--- src/rtl/slp_pkg.sv ---
package slp_pkg;

  typedef enum logic [2:0] {
    ST_IDLE,
    ST_WR,
    ST_RD,
    ST_WAIT_HI,
    ST_RST_LO,
    ST_PRES_GAP,
    ST_PRES_DRV
  } slot_state_e;

  function automatic int unsigned us_to_cyc(input int unsigned us,
                                            input int unsigned per_us);
    return us * per_us;
  endfunction

endpackage

--- src/rtl/slp_line_sync.sv ---
module slp_line_sync #(
  parameter int unsigned STAGES = 2
) (
  input  logic clk,
  input  logic rst,
  input  logic line_raw,
  output logic line_s
);

  logic [STAGES-1:0] chain;

  // The chain resets to the released (idle-high) level.
  always_ff @(posedge clk) begin
    if (rst) chain <= '1;
    else     chain <= {chain[STAGES-2:0], line_raw};
  end

  assign line_s = chain[STAGES-1];

endmodule

--- src/rtl/slp_low_watch.sv ---
module slp_low_watch #(
  parameter int unsigned RST_CYC = 7680
) (
  input  logic clk,
  input  logic rst,
  input  logic line_s,
  output logic rst_hit
);

  localparam int unsigned CW = $clog2(RST_CYC + 1);

  logic [CW-1:0] low_cnt;

  // Counts synchronized low cycles and saturates at the threshold, so
  // one continuous low produces a single hit.
  always_ff @(posedge clk) begin
    if (rst)                          low_cnt <= '0;
    else if (line_s)                  low_cnt <= '0;
    else if (low_cnt != CW'(RST_CYC)) low_cnt <= low_cnt + 1'b1;
  end

  assign rst_hit = !line_s && (low_cnt == CW'(RST_CYC - 1));

endmodule

--- src/rtl/slp_slot_fsm.sv ---
module slp_slot_fsm #(
  parameter int unsigned SAMPLE_CYC = 480,
  parameter int unsigned HOLD_CYC   = 480,
  parameter int unsigned GAP_CYC    = 480,
  parameter int unsigned PRES_CYC   = 1920
) (
  input  logic clk,
  input  logic rst,
  input  logic line_s,
  input  logic rst_hit,
  input  logic tx_mode,
  input  logic tx_bit,
  output logic pull_low,
  output logic rx_valid,
  output logic rx_bit,
  output logic tx_taken,
  output logic bus_reset
);

  import slp_pkg::*;

  localparam int unsigned M_SLOT = (SAMPLE_CYC > HOLD_CYC) ? SAMPLE_CYC : HOLD_CYC;
  localparam int unsigned M_PRES = (GAP_CYC > PRES_CYC) ? GAP_CYC : PRES_CYC;
  localparam int unsigned T_MAX  = (M_SLOT > M_PRES) ? M_SLOT : M_PRES;
  localparam int unsigned TW     = $clog2(T_MAX + 1);

  slot_state_e   state;
  logic [TW-1:0] tmr;

  always_ff @(posedge clk) begin
    if (rst) begin
      state     <= ST_IDLE;
      tmr       <= '0;
      pull_low  <= 1'b0;
      rx_valid  <= 1'b0;
      rx_bit    <= 1'b0;
      tx_taken  <= 1'b0;
      bus_reset <= 1'b0;
    end else begin
      rx_valid  <= 1'b0;
      tx_taken  <= 1'b0;
      bus_reset <= 1'b0;
      if (rst_hit) begin
        // Reset outranks whatever slot or presence phase is running.
        state     <= ST_RST_LO;
        pull_low  <= 1'b0;
        bus_reset <= 1'b1;
        tmr       <= '0;
      end else begin
        case (state)
          ST_IDLE: begin
            if (!line_s) begin
              tmr <= '0;
              if (tx_mode) begin
                state    <= ST_RD;
                tx_taken <= 1'b1;
                pull_low <= !tx_bit;
              end else begin
                state <= ST_WR;
              end
            end
          end
          ST_WR: begin
            if (tmr == TW'(SAMPLE_CYC - 1)) begin
              rx_valid <= 1'b1;
              rx_bit   <= line_s;
              state    <= ST_WAIT_HI;
            end else begin
              tmr <= tmr + 1'b1;
            end
          end
          ST_RD: begin
            if (tmr == TW'(HOLD_CYC - 1)) begin
              pull_low <= 1'b0;
              state    <= ST_WAIT_HI;
            end else begin
              tmr <= tmr + 1'b1;
            end
          end
          ST_WAIT_HI: begin
            if (line_s) state <= ST_IDLE;
          end
          ST_RST_LO: begin
            if (line_s) begin
              state <= ST_PRES_GAP;
              tmr   <= '0;
            end
          end
          ST_PRES_GAP: begin
            if (tmr == TW'(GAP_CYC - 1)) begin
              pull_low <= 1'b1;
              state    <= ST_PRES_DRV;
              tmr      <= '0;
            end else begin
              tmr <= tmr + 1'b1;
            end
          end
          ST_PRES_DRV: begin
            if (tmr == TW'(PRES_CYC - 1)) begin
              pull_low <= 1'b0;
              state    <= ST_WAIT_HI;
            end else begin
              tmr <= tmr + 1'b1;
            end
          end
          default: state <= ST_IDLE;
        endcase
      end
    end
  end

endmodule

--- src/rtl/single_line_slave_phy.sv ---
module single_line_slave_phy #(
  parameter int unsigned CLK_PER_US  = 16,
  parameter int unsigned RST_US      = 480,
  parameter int unsigned PRES_GAP_US = 30,
  parameter int unsigned PRES_LEN_US = 120,
  parameter int unsigned SAMPLE_US   = 30,
  parameter int unsigned HOLD_US     = 30,
  parameter int unsigned SYNC_STAGES = 2
) (
  input  logic clk,
  input  logic rst,
  input  logic line_in,
  output logic pull_low,
  input  logic tx_mode,
  input  logic tx_bit,
  output logic tx_taken,
  output logic rx_valid,
  output logic rx_bit,
  output logic bus_reset
);

  localparam int unsigned RST_CYC    = slp_pkg::us_to_cyc(RST_US, CLK_PER_US);
  localparam int unsigned GAP_CYC    = slp_pkg::us_to_cyc(PRES_GAP_US, CLK_PER_US);
  localparam int unsigned PRES_CYC   = slp_pkg::us_to_cyc(PRES_LEN_US, CLK_PER_US);
  localparam int unsigned SAMPLE_CYC = slp_pkg::us_to_cyc(SAMPLE_US, CLK_PER_US);
  localparam int unsigned HOLD_CYC   = slp_pkg::us_to_cyc(HOLD_US, CLK_PER_US);

  logic line_s;
  logic rst_hit;

  slp_line_sync #(
    .STAGES (SYNC_STAGES)
  ) u_sync (
    .clk      (clk),
    .rst      (rst),
    .line_raw (line_in),
    .line_s   (line_s)
  );

  slp_low_watch #(
    .RST_CYC (RST_CYC)
  ) u_low (
    .clk     (clk),
    .rst     (rst),
    .line_s  (line_s),
    .rst_hit (rst_hit)
  );

  slp_slot_fsm #(
    .SAMPLE_CYC (SAMPLE_CYC),
    .HOLD_CYC   (HOLD_CYC),
    .GAP_CYC    (GAP_CYC),
    .PRES_CYC   (PRES_CYC)
  ) u_fsm (
    .clk       (clk),
    .rst       (rst),
    .line_s    (line_s),
    .rst_hit   (rst_hit),
    .tx_mode   (tx_mode),
    .tx_bit    (tx_bit),
    .pull_low  (pull_low),
    .rx_valid  (rx_valid),
    .rx_bit    (rx_bit),
    .tx_taken  (tx_taken),
    .bus_reset (bus_reset)
  );

endmodule

--- config.mk ---
export PLATFORM = sky130hd
export DESIGN_NAME = single_line_slave_phy
export DESIGN_NICKNAME = d
export VERILOG_FILES = /design/src/rtl/slp_pkg.sv /design/src/rtl/slp_line_sync.sv /design/src/rtl/slp_low_watch.sv /design/src/rtl/slp_slot_fsm.sv /design/src/rtl/single_line_slave_phy.sv
export SDC_FILE = /design/constraint.sdc
export NUM_CORES = 1
export LEC_CHECK = 0
export ABC_CLOCK_PERIOD_IN_PS = 2400
export BUFFER_PORTS_ARGS = -buffer_cell sky130_fd_sc_hd__buf_2
export CAP_MARGIN = 20
export CORE_ASPECT_RATIO = 1.75
export CORE_UTILIZATION = 60
export DETAILED_ROUTE_END_ITERATION = 16
export HOLD_SLACK_MARGIN = 0.03
export PLACE_DENSITY = 0.78
export RECOVER_POWER = 100
export SLEW_MARGIN = 10
export SYNTH_ARGS = -nofsm -noshare
export SYNTH_HDL_FRONTEND = slang
export SYNTH_SLANG_ARGS = --single-unit
--- constraint.sdc ---
create_clock -name clk -period 2.4 [get_ports clk]
set_clock_uncertainty 0.05 [all_clocks]
set_input_delay 0.24 -clock clk [delete_from_list [all_inputs] [get_ports clk]]
set_output_delay 0.24 -clock clk [all_outputs]
set_load 0.05 [all_outputs]
==> key figures, run 1 <==
Logic synthesis
  • Top cells by area, synth: dfxtp_1 (36%), a21oi_1 (4.7%), nor2_1 (4.5%)
  • Synth area leader: dfxtp_1
  • Synth cell count leaders: dfxtp_1 (34), nor2_1 (23), a21oi_1 (18)
  • Yosys top cell area share: 35.60%
  • Warnings from Yosys: 0
  • Synth async-reset ratio: 0%
  • Synthesized Nets: 235
  • Post-Synthesis Cells: between 200 and 250
  • Seq/Total Area, Yosys: 35.60%
  • Post-synth EDFFs: 0
  • FF+latch count, synth: 34
  • Syn Area/Cell: around 8.4 sq um
  • Netlist Area Pre-Place: ~0.0019 sq mm
  • Most common cell in the synthesized netlist: dfxtp_1
  • Synth Flop Type: dfxtp_1
  • Synth cell types: 48

Timing
  • Slew Viols, Final: 0
  • Relative slew slack: between 40 and 50%
  • Setup TNS: 0 ns
  • Actual slew at the worst max-slew pin: between 0.7 and 0.8 ns
  • Unrepaired setup endpoints after global routing: no
  • Fmax: 439.3 MHz
  • Hold Slack: 0.08755 ns
  • Final period demand of the worst path: 2.276 ns
  • Final hold vios: 0
  • Final period utilization: 94.84%
  • Final setup violation count: 0

Routing
  • Iteration-0 DRC Markers: 63
  • 1st-pass router iterations: 4
  • Drt drc: 0
  • Final WL: a little over 4 mm
  • Via count: 1717
  • Drt wl/cell: roughly 15 um
  • Antenna Violating Nets Remaining: 0
  • Vias per std cell: slightly above 6

Setup path
  • Endpoint type of the worst setup path: flop
  • Worst R2R Start: u_low.low_cnt[0]
  • Setup crit start kind: flop
  • CP Class: reg -> reg
  • R2R cell count: 6
  • Worst reg2reg setup slack: approximately 0.12 ns
  • CP arrival: around 2.5 ns
  • R2r endpoint: u_fsm.tmr[2]
  • Critical path peak fanout: 7
  • Worst endpoint required time: ~2.6 ns

Global routing
  • Vias in the first global route: around 1600
  • Met2 global-route usage: approximately half
  • Initial antenna violation count: 0
  • Busiest grt layer: met2
  • Largest net degree at the start of global routing: 20
  • Congestion Overflow GR: 0
  • GRT Util Overall: about 28%
  • First-pass GRT wire length: between 7 and 8 mm
  • GR Layer Usage met1: between 20% and 30%
  • GR Layer Usage met3: a little under 5%

CTS
  • Hold Buf Count CTS: 0
  • Maximum clock path buffer count: 2
  • TritonCTS clock tree: built
  • CTS buffer count: 5
  • Reg clk slew, reported paths: ~0.070 ns
  • Root buf cell: clkbuf_8
  • H-tree depth: 2
  • Clk_lat worst skew: around 0.29 ns
  • Clock sinks: 34

Power and ir drop
  • Sw frac: roughly 25%
  • P_leak: 0.7147 nW
  • Pwr dens: about 550 mW/mm^2
  • Sw Pwr: 0.2830 mW
  • Int Pwr: approximately 0.84 mW
  • Comb power frac: under 10%
  • Clock share of power: a little under 40%
  • Fraction of power consumed by sequential logic: 52.0%
  • VDD IR-drop max: roughly 0.00052 V

Outcome
  • Status: completed

Cells and area
  • Register area: a little under 700 sq um
  • Design Area, Final: roughly 0.0021 sq mm
  • Synth-to-layout area growth: 7.919%
  • Multi-input logic area: 0.001119 sq mm
  • Ant. Diodes: 0
  • Layout Cells excl Fill: 281
  • Layout cells sized above 1: around an eighth
  • Fillers: between 200 and 250
  • NumNets Final: about 250

Worst hold path
  • WHS Path Cells: 2
  • Worst hold path type: in -> reg
  • Hold wc startpoint: line_in
  • Worst Hold Path EP: u_sync.chain[0]

Placement
  • Inst Count DP: 273
  • Cell area after placement: roughly 0.002 sq mm
  • Port buffer count: 9
  • Gpl congestion: 0.9972
  • HPWL Detailed: around 3.1 mm

Floorplan
  • Die Y-Extent: approximately 77 um
  • DIE WIDTH: approximately 45 um
  • Die area: 0.003425 sq mm
  • Starting Density: approximately 65%
  • CORE AREA: roughly 0.0030 sq mm
  • I/O pin count: 10
  • Placement Rows: 26

Job
  • Max Cap Violations: 0
==> area by class of cell <==
| class | instances | share of cell area, % |
|---|---|---|
| multi-input combinational | 173 | 54.21 |
| timing repair buffer | 18 | 4.730 |
| inverter | 6 | 1.092 |
| sequential | 34 | 32.99 |
| clock inverter | 1 | 0.2426 |
| tap | 42 | 2.547 |
| clock buffer | 7 | 4.184 |
==> worst max-delay path, stage by stage, from the launching register on <==
cell and delay (ns):
dfxtp_1 0.35, ha_1 0.28, nand4_1 0.27, o41ai_4 0.14, or3_1 0.52, or4_1 0.54, nand2_1 0.08
==> cells by family after synthesis <==
kind of cell	synth area share, %
buffers and inverters	5.628
adders and majority gates	1.964
and+or+nand+nor	35.08
muxes	0.5890
AOI/OAI and AO/OA	16.17
xor gates and xnor gates	4.974
DFF	35.60
==> sequential cells by signal, indices dropped and copies added, names as in the netlist <==
name,flops
u_fsm.rx_bit,1
u_fsm.rx_valid,1
u_fsm.state,3
u_low.low_cnt,13
u_sync.chain,2
u_fsm.pull_low,1
u_fsm.tx_taken,1
u_fsm.tmr,11
u_fsm.bus_reset,1
==> worst max-delay path by stage <==
stage	start	to	slack (ns)
floorplan	u_fsm.tmr[0]	u_fsm.tmr[2]	0.34
global placement	u_fsm.tmr[0]	u_fsm.tmr[10]	0.24
detailed placement	u_fsm.tmr[0]	u_fsm.tmr[9]	0.11
CTS	u_fsm.tmr[0]	u_fsm.tmr[9]	0.08
global route	u_fsm.tmr[0]	u_fsm.tmr[9]	0.04
finish	u_low.low_cnt[0]	u_fsm.tmr[2]	0.12
==> cell usage in the layout (no fill, tap or decap), types with 3 or more instances in the layout <==
master and n:
a21oi_1 18, and3_1 3, buf_2 3, buf_4 7, clkbuf_1 9, clkbuf_8 6
dfxtp_1 34, ha_1 3, inv_1 6, nand2_1 13, nand2b_1 5, nand3_1 12
nand3b_1 6, nand4_1 4, nor2_1 23, nor3_1 6, nor4_1 12, o21ai_0 9
o21bai_1 3, o31ai_1 5, or3_1 6, or4_1 5, xnor2_1 3, xor2_1 6
==> power groups by stage <==
stage / sequential [mW] / clock (mW) / combinational (mW)
after floorplan: 0.598 / 0 / 0.0780
after global placement: 0.596 / 0 / 0.0942
after detailed placement: 0.598 / 0 / 0.0975
after CTS: 0.585 / 0.456 / 0.0984
after global routing: 0.586 / 0.472 / 0.110
final: 0.585 / 0.443 / 0.0971
==> metrics by stage <==
| stage | power (mW) | util [%] | setup WS (ns) |
|---|---|---|---|
| after global routing | 1.168 | 69.70 | 0.03726 |
| after global placement | 0.6905 | 67.29 | 0.2395 |
| after detailed placement | 0.6950 | 67.29 | 0.1064 |
| final | 1.125 | 69.70 | 0.1237 |
| after floorplan | 0.6757 | - | 0.3400 |
| after CTS | 1.138 | 70.37 | 0.07774 |
==> per-layer routing <==
| metal | up-vias | part of all wire (%) |
|---|---|---|
| met5 | - | 0 |
| met2 | 22 | 56 |
| met3 | 8 | 2.0 |
| met1 | 826 | 39 |
| li1 | 861 | - |
| met4 | 0 | 2.6 |
==> timing repair <==
action,CTS,global route
setup buffers,0,0
gates resized for setup,0,1
setup endpoints to repair,0,10
No activity file was read; power rests on OpenSTA's default activity.
==> run 2: changes to the inputs <==
Settings changed: BUFFER_PORTS_ARGS -buffer_cell sky130_fd_sc_hd__buf_2 to -buffer_cell sky130_fd_sc_hd__clkbuf_2.
==> run 2 against run 1 <==
- sequential power is essentially flat
- largest power group unchanged
- first-iteration DRC count fell by 24%
- register-to-register slack better by 0.02 ns
- setup slack better by 0.024 ns
- cell count is the same
- core utilization did not move
- routed wire length is 1.4% higher
- design area stayed put
- count of clock-buffer cells in the layout decreased by 1
==> key figures, run 2 (same netlist as run 1, synthesis figures left out) <==
Cells and area
  • Layout Cells excl Fill: 281 (unchanged)
  • Biggest regs: u_low.low_cnt (13), u_fsm.tmr (11), u_fsm.state (3) (unchanged)
  • Register area: 680.7 sq um (unchanged)
  • Biggest register: u_low.low_cnt (unchanged)
  • Ant. Diodes: 0 (unchanged)
  • Fillers: 246 (was 249)
  • Multi-input logic area: 0.001119 sq mm (unchanged)
  • Layout cells sized above 1: 11.72% (unchanged)
  • Design Area, Final: 0.002063 sq mm (unchanged)
  • NumNets Final: 246 (unchanged)
  • Max reg flops: 13 (unchanged)
  • Synth-to-layout area growth: 7.919% (unchanged)
  • Most common cell after layout, fill and taps aside: dfxtp_1 (unchanged)
  • Most frequent cells in the layout: dfxtp_1 (34), nor2_1 (23), a21oi_1 (18) (unchanged)

Power and ir drop
  • Sw frac: 25.41% (was 25.17%)
  • Sw Pwr: 0.2862 mW (was 0.2830 mW)
  • Pwr dens: 545.8 mW/mm^2 (was 545.1 mW/mm^2)
  • Fraction of power consumed by sequential logic: 51.9% (was 52.0%)
  • Int Pwr: 0.8399 mW (was 0.8415 mW)
  • Clock share of power: 39.3% (was 39.4%)
  • Comb power frac: 8.8% (was 8.6%)
  • P_leak: 0.7107 nW (was 0.7147 nW)
  • VDD IR-drop max: 0.0004536 V (was 0.0005243 V)

Setup path
  • CP Class: reg -> reg (unchanged)
  • CP arrival: 2.44 ns (was 2.46 ns)
  • Worst endpoint required time: 2.59 ns (about the same)
  • Endpoint type of the worst setup path: flop (unchanged)
  • Setup crit start kind: flop (unchanged)
  • Critical path peak fanout: 7 (unchanged)

Timing
  • Final period demand of the worst path: 2.252 ns (was 2.276 ns)
  • Actual slew at the worst max-slew pin: 0.8400 ns (was 0.7856 ns)
  • Relative slew slack: 44.00% (was 47.63%)
  • Final setup violation count: 0 (unchanged)
  • Fmax: 444.0 MHz (was 439.3 MHz)
  • Unrepaired setup endpoints after global routing: no (unchanged)
  • Final hold vios: 0 (unchanged)
  • Final period utilization: 93.84% (was 94.84%)
  • Setup TNS: 0 ns (unchanged)
  • Slew Viols, Final: 0 (unchanged)

Global routing
  • First-pass GRT wire length: 7.093 mm (was 7.079 mm)
  • GRT Util Overall: 27.49% (was 27.59%)
  • Congestion Overflow GR: 0 (unchanged)
  • Initial antenna violation count: 0 (unchanged)
  • Largest net degree at the start of global routing: 20 (unchanged)
  • Vias in the first global route: 1628 (was 1632)

Routing
  • Drt wl/cell: 14.96 um (was 14.76 um)
  • Iteration-0 DRC Markers: 48 (was 63)
  • 1st-pass router iterations: 4 (unchanged)
  • DR WL met2: 2.296 mm (was 2.342 mm)
  • Antenna Violating Nets Remaining: 0 (unchanged)
  • Via count: 1740 (was 1717)
  • Routed wl met3: 139 um (was 84 um)
  • M1 WL: 1.591 mm (was 1.612 mm)
  • Vias per std cell: 6.192 (was 6.110)
  • Max layer used: met4 (unchanged)
  • Final WL: 4.203 mm (was 4.147 mm)
  • Drt drc: 0 (unchanged)

Floorplan
  • Starting Density: 64.58% (unchanged)
  • Placement Rows: 26 (unchanged)
  • DIE WIDTH: 44.67 um (unchanged)
  • CORE AREA: 0.002960 sq mm (unchanged)
  • I/O pin count: 10 (unchanged)
  • Die area: 0.003425 sq mm (unchanged)
  • Die Y-Extent: 76.68 um (unchanged)

CTS
  • Clk_lat worst skew: 0.29 ns (about the same)
  • Root buf cell: clkbuf_8 (unchanged)
  • Clock sinks: 34 (unchanged)
  • Hold Buf Count CTS: 0 (unchanged)
  • Maximum clock path buffer count: 2 (unchanged)
  • H-tree depth: 2 (unchanged)
  • CTS buffer count: 5 (unchanged)
  • Reg clk slew, reported paths: 0.07 ns (about the same)
  • TritonCTS clock tree: built (unchanged)

Placement
  • Gpl congestion: 0.9962 (was 0.9972)
  • Cell area after placement: 0.001992 sq mm (unchanged)
  • Port buffer count: 9 (unchanged)
  • HPWL Detailed: 3.102 mm (was 3.084 mm)
  • Inst Count DP: 273 (unchanged)

Outcome
  • Status: completed (unchanged)

Worst hold path
  • Worst hold path type: in -> reg (unchanged)

Job
  • Max Cap Violations: 0 (unchanged)
-- run 2: cell count changes in the layout (fill, tap and decap cells not counted) --
cell        previous run  this run
buf_2                  3         0
buf_4                  7         6
clkinvlp_4             0         1
clkbuf_2               0         3
-- run 2: repair_timing --
item                       in CTS  in global routing
buffers inserted                0                  0
hold endpoints to repair        0                  0
setup endpoints to repair       0                 10
gates resized for setup         0                  1
-- run 2: critical path, stage by stage (launching register included) --
cell and delay (ns):
dfxtp_1 0.34, ha_1 0.27, nand4_1 0.25, o41ai_4 0.14, or3_1 0.52, or4_1 0.54
nand2_1 0.08
-- run 2: power groups by stage --
stage / clock (mW) / combinational (mW) / sequential, mW
CTS: 0.454 / 0.0992 / 0.585
finish: 0.443 / 0.0986 / 0.585
global placement: 0 / 0.0941 / 0.596
detailed placement: 0 / 0.0991 / 0.598
global route: 0.477 / 0.108 / 0.586
floorplan: 0 / 0.0780 / 0.598
-- run 2: worst paths after layout --
check                                       from         endpoint  slack, ns  cells past startpoint
worst min-delay path                     line_in  u_sync.chain[0]       0.08                      2
worst max-delay path            u_low.low_cnt[0]     u_fsm.tmr[2]       0.15                      6
worst max register to register  u_low.low_cnt[0]     u_fsm.tmr[2]       0.15                      6
worst min register to register   u_sync.chain[0]  u_sync.chain[1]       0.38                      1
-- run 2: layer usage --
| metal | vias up | GRT usage (%) |
|---|---|---|
| met5 | - | 0 |
| met4 | 0 | 17.27 |
| met3 | 14 | 4.941 |
| met2 | 49 | 48.09 |
| met1 | 817 | 28.17 |
| li1 | 860 | - |
-- run 2: final cells by class --
class                   instances  share of cell area (%)
multi-input cells             173                   54.21
clock buffers                   6                   4.002
clock inverters                 2                  0.6064
well taps                      42                   2.547
repair buffers                 18                   4.548
flip-flops and latches         34                   32.99
inverters                       6                   1.092
-- run 2: through the flow --
step	utilization (%)	power (mW)	worst slack (ns)	hold slack [ns]
after floorplan	-	0.6757	0.3400	0.2591
after global placement	67.29	0.6905	0.2367	0.3498
after detailed placement	67.29	0.6968	0.1161	0.3690
after CTS	70.50	1.138	0.08674	0.07254
after global routing	69.70	1.171	0.03197	0.07778
final	69.70	1.126	0.1477	0.07955
